===== src/rtl/ssm_pkg.sv =====
package ssm_pkg;
    // Phase of the device: converting, or acquiring/reading out.
    typedef enum logic {
        PH_ACQ  = 1'b0,
        PH_CONV = 1'b1
    } phase_t;
endpackage


===== src/rtl/ssm_cfg.sv =====
// ssm_cfg: configuration capture. A load armed at conversion start takes
// CFG_W rising serial-clock edges during the conversion. In acquisition,
// the first CFG_W rises form a pending word. At conversion end a complete
// armed word wins, otherwise a pending word is applied.
// Assumes start and done never coincide.
module ssm_cfg
    import ssm_pkg::*;
#(
    parameter int              CFG_W   = 14,
    parameter logic [CFG_W-1:0] CFG_RST = '1
) (
    input  logic             clk,
    input  logic             rst_n,
    input  phase_t           phase,
    input  logic             start,
    input  logic             arm_lvl,
    input  logic             done,
    input  logic             sclk_rise,
    input  logic             din,
    output logic [CFG_W-1:0] cfg
);
    localparam int CNT_W = $clog2(CFG_W + 1);
    localparam logic [CNT_W-1:0] FULL = CNT_W'(CFG_W);

    logic [CFG_W-1:0] shreg;
    logic [CFG_W-1:0] pend;
    logic             pend_v;
    logic             armed;
    logic [CNT_W-1:0] nbits;
    logic             take;
    logic [CFG_W-1:0] shifted;

    assign take    = sclk_rise && (nbits != FULL) && ((phase == PH_ACQ) || armed);
    assign shifted = {shreg[CFG_W-2:0], din};

    // Shift in, stage and apply configuration words.
    always_ff @(posedge clk) begin
        if (!rst_n) begin
            cfg    <= CFG_RST;
            shreg  <= '0;
            pend   <= '0;
            pend_v <= 1'b0;
            armed  <= 1'b0;
            nbits  <= '0;
        end else if (start) begin
            armed <= arm_lvl;
            nbits <= '0;
        end else if (done) begin
            if (armed && (nbits == FULL)) begin
                cfg <= shreg;
            end else if (pend_v) begin
                cfg <= pend;
            end
            pend_v <= 1'b0;
            armed  <= 1'b0;
            nbits  <= '0;
        end else if (take) begin
            shreg <= shifted;
            nbits <= nbits + 1'b1;
            if ((phase == PH_ACQ) && (nbits == FULL - 1'b1)) begin
                pend   <= shifted;
                pend_v <= 1'b1;
            end
        end
    end
endmodule


===== config.mk =====
export PLATFORM = sky130hd
export DESIGN_NAME = ssm_cfg
export DESIGN_NICKNAME = d
export VERILOG_FILES = /design/src/rtl/ssm_pkg.sv /design/src/rtl/ssm_cfg.sv
export SDC_FILE = /design/constraint.sdc
export NUM_CORES = 1
export LEC_CHECK = 0
export BUFFER_PORTS_ARGS = -buffer_cell sky130_fd_sc_hd__buf_2
export CAP_MARGIN = 20
export CORE_ASPECT_RATIO = 1.25
export CORE_UTILIZATION = 40
export CTS_CLUSTER_DIAMETER = 120
export DETAILED_ROUTE_END_ITERATION = 6
export SYNTH_ARGS = -nofsm -noshare
export SYNTH_HDL_FRONTEND = slang
export SYNTH_SLANG_ARGS = --single-unit

===== constraint.sdc =====
create_clock -name clk -period 2.8 [get_ports clk]
set_clock_uncertainty 0.2 [all_clocks]
set_input_delay 0.14 -clock clk [delete_from_list [all_inputs] [get_ports clk]]
set_output_delay 0.14 -clock clk [all_outputs]
set_load 0.01 [all_outputs]

==> impl_results.rst <==
.. list-table::
   :header-rows: 1

   * - Metric
     - Value
   * - Total met3 wirelength after detailed routing
     - 121 um
   * - Net Switching
     - 274 uW
   * - Number of primary I/O pins
     - 22
   * - Routed length per instance
     - 13.3 um
   * - Type of the worst setup path
     - reg2reg
   * - Cell taking the most area after synthesis
     - sky130_fd_sc_hd__dfxtp_1
   * - Final critical path time including I/O delays and setup
     - 2.23 ns
   * - Clock latency of the later-clocked register in the worst-skew pair
     - 0.30 ns
   * - Global-route wire length before repair
     - 6.38 mm
   * - Startpoint types
     - flop
   * - Leakage
     - 0.000945 uW
   * - Clock root buffer
     - sky130_fd_sc_hd__clkbuf_8
   * - Num rows
     - 28
   * - Count of final max-slew check failures
     - 0
   * - Final antenna diode count
     - 0
   * - Final period util
     - 79.7%
   * - Multiplexer area fraction after synthesis
     - 6.97%
   * - Sequential share of power
     - 55.0%
   * - Power consumption
     - 1250 uW
   * - Result of the run
     - finished clean
   * - Placement Cell Area
     - 2140 sq um
   * - Setup tns final
     - 0 ns
   * - Arrival @ worst endpoint
     - 2.27 ns
   * - Ranking of synthesized cells by instance count
     - sky130_fd_sc_hd__dfxtp_1, sky130_fd_sc_hd__o21ai_0, sky130_fd_sc_hd__nor2_1, sky130_fd_sc_hd__nand2_1, sky130_fd_sc_hd__nand3_1
   * - Share of the synthesized netlist area taken by xor and xnor gates
     - 1.31%
   * - Final-report hold violation count
     - 0
   * - Clock slew at reported path FFs
     - 0.09 ns
   * - Switching part of the total
     - 22.0%
   * - Main combinational cell family by area after synthesis
     - simple AND/OR/NAND/NOR gates
   * - Routed metal-1 wire length
     - 1.82 mm
   * - Gate count after technology mapping
     - 209
   * - Min-delay src
     - start
   * - Power density over cell area
     - 541 nW/um^2
   * - Share of total power in the clock network
     - 40.7%
   * - Setup repair after global routing missed its margin
     - false
   * - Proportion of layout cells with a drive suffix above 1
     - 17.2%
   * - Core region area
     - 4800 sq um
   * - IO buf count
     - 21
   * - Most frequently used cell type in the post-synthesis netlist
     - sky130_fd_sc_hd__dfxtp_1
   * - Cell area after synthesis
     - 2010 sq um
   * - Detail Placement HPWL
     - 2.45 mm
   * - Max rail drop VDD
     - 0.261 mV
   * - Post-synthesis adder-cell area fraction
     - 1.87%
   * - Pre-Repair DR Iteration Count
     - 4
   * - Maximum number of buffers from clock root to sink
     - 2
   * - Ranking of synthesized cells by area
     - sky130_fd_sc_hd__dfxtp_1, sky130_fd_sc_hd__mux2i_1, sky130_fd_sc_hd__o21ai_0
   * - Number of max-cap violations
     - 0
   * - Via count
     - 1506
   * - Crit-path max FO
     - 6
   * - Global route total overflow
     - 0
   * - Dominant register cell in the synthesized netlist
     - sky130_fd_sc_hd__dfxtp_1
   * - Highest routed metal layer
     - met4
   * - Crit. End Element
     - flop
   * - Number of design rule violations left after detail routing
     - 0
   * - Storage cell area
     - 961 sq um
   * - Worst reg2reg path endpoint
     - shreg[0]
   * - Kind of path behind the tightest hold check
     - in2reg
   * - Area delta synth->final
     - 14.6%
   * - Synthesized netlist net count
     - 220
   * - Area of all placed cells without fillers
     - 2300 sq um
   * - Internal power
     - 973 uW
   * - Number of distinct standard cells referenced by the synthesized netlist
     - 34
   * - Total clock buffers created by CTS
     - 5
   * - Antenna violation net count after detailed routing
     - 0
   * - Violation count after the first detailed-routing iteration
     - 62
   * - Gr usage total
     - 16.2%
   * - Final Wtd Congestion
     - 0.756
   * - Buffer count from post-CTS setup fixing
     - 0
   * - Max_slew headroom
     - 52.5%
   * - Number of global-route vias before repair
     - 1369
   * - CTS tree
     - built
   * - Aggregate routed wire length
     - 3.89 mm
   * - Combinational share of power
     - 4.4%
   * - Number of synthesized flops with an enable pin
     - 0
   * - Maximum number of pins on one net before global-route repair
     - 29
   * - Sequential share of the synthesized area
     - 47.8%
   * - Area share of the largest cell type after synthesis
     - 47.8%
   * - Via count normalized by instance count
     - 5.14
   * - Die Wd
     - 65.4 um
   * - Critical R2R Launch
     - nbits[0]
   * - Die area
     - 5320 sq um
   * - Post-Synth Simple-Gate Area
     - 21.8%
   * - H-tree depth
     - 2
   * - Routed wire length on met2
     - 1.89 mm
   * - Y dimension of the die
     - 81.3 um
   * - Average cell area after synthesis
     - 9.63 sq um
   * - R2r setup slk
     - 0.57 ns
   * - Layout Nets
     - 243
   * - Critical path data required time
     - 2.84 ns
   * - Number of synthesized register bits
     - 48
   * - Final count of negative-setup-slack endpoints
     - 0
   * - Worst-Margin Slew
     - 0.712 ns
   * - Worst-case reg-to-reg path depth
     - 7
   * - Hold depth
     - 4
   * - Worst hold endpoint
     - shreg[13]
   * - Starting utilization of the core area
     - 41.9%
   * - Share of the synthesized area in compound gates (AO/OA/AOI/OAI)
     - 15.6%
   * - Async SR Flop Fraction
     - 0%
   * - Synth warnings
     - 0
   * - Maximum clock frequency
     - 448 MHz
   * - Area occupied by multi-input gates
     - 957 sq um
   * - Clock Sinks
     - 48
   * - Filler cell count in the final layout
     - 460
   * - Antenna violations before repair
     - 0
## sequential cells by signal, summed over array words and instances, names as in the netlist
signal  flops
armed       1
cfg        14
nbits       4
pend       14
pend_v      1
shreg      14
## worst max-delay path by stage
stage	from	to	slack, ns	cells after the start
after detailed placement	nbits[0]	shreg[2]	0.78	6
final	nbits[0]	shreg[0]	0.57	7
after floorplan	nbits[0]	cfg[1]	1.07	8
after global routing	nbits[0]	shreg[0]	0.44	7
after global placement	nbits[0]	shreg[7]	0.90	6
after CTS	nbits[0]	shreg[0]	0.60	7
## through the flow
step | std cells | hold slack [ns] | setup WS (ns) | utilization [%]
floorplan | 209 | 0.0806 | 1.07 | -
global placement | 280 | 0.176 | 0.895 | 44.6
detailed placement | 280 | 0.187 | 0.777 | 44.6
CTS | 293 | 0.00852 | 0.598 | 48.0
global route | 293 | 0.0576 | 0.444 | 48.0
finish | 293 | 0.0201 | 0.567 | 48.0
## cell usage in the layout (no fill, tap or decap), types with 4 or more instances in the layout
cell,count
sky130_fd_sc_hd__dfxtp_1,48
sky130_fd_sc_hd__o21ai_0,26
sky130_fd_sc_hd__buf_2,21
sky130_fd_sc_hd__nor2_1,19
sky130_fd_sc_hd__nand2_1,15
sky130_fd_sc_hd__nand3_1,15
sky130_fd_sc_hd__mux2i_1,14
sky130_fd_sc_hd__nand3b_1,14
sky130_fd_sc_hd__a2bb2oi_1,12
sky130_fd_sc_hd__clkbuf_8,5
sky130_fd_sc_hd__dlygate4sd3_1,5
sky130_fd_sc_hd__buf_4,4
## area by class of cell
class	count	area share (%)
inverters	3	0.489
flip-flops and latches	48	41.7
clock inverters	3	2.01
multi-input cells	144	41.5
clock buffers	5	2.99
repair buffers	30	8.03
well taps	60	3.26
## cell families after synthesis
logic type / Yosys count
AND/OR/NAND/NOR: 78
multiplexers: 14
buffers and inverters: 17
XOR/XNOR: 3
AO/OA/AOI/OAI: 46
flip-flops: 48
adder cells (fa/ha/maj): 3
## layer usage
metal  up-vias  global-route usage (%)
li1        786                       -
met1       689                    19.9
met2        26                    26.8
met3         5                    3.79
met4         0                    7.17
met5         -                       0
## critical path, cell delays in order (launching register included)
cell                            delay (ns)
sky130_fd_sc_hd__dfxtp_1              0.41
sky130_fd_sc_hd__inv_1                0.07
sky130_fd_sc_hd__ha_1                 0.22
sky130_fd_sc_hd__nand3_1              0.16
sky130_fd_sc_hd__and3_1               0.33
sky130_fd_sc_hd__nand3_1              0.11
sky130_fd_sc_hd__dlygate4sd3_1        0.56
sky130_fd_sc_hd__a21oi_1              0.12
## power by group through the flow
stage / Sequential, uW / Clock, uW / Combinational (uW)
2_1_floorplan: 701 / 0 / 37.0
3_3_place_gp: 701 / 0 / 49.9
3_5_place_dp: 701 / 0 / 50.3
4_1_cts: 685 / 529 / 55.3
5_1_grt: 686 / 548 / 59.4
6_report: 685 / 508 / 54.3
## timing repair
item	CTS	global route
hold endpoints to repair	4	0
hold buffers	5	0
gates resized for setup	0	0
No activity file was read; power rests on OpenSTA's default activity.
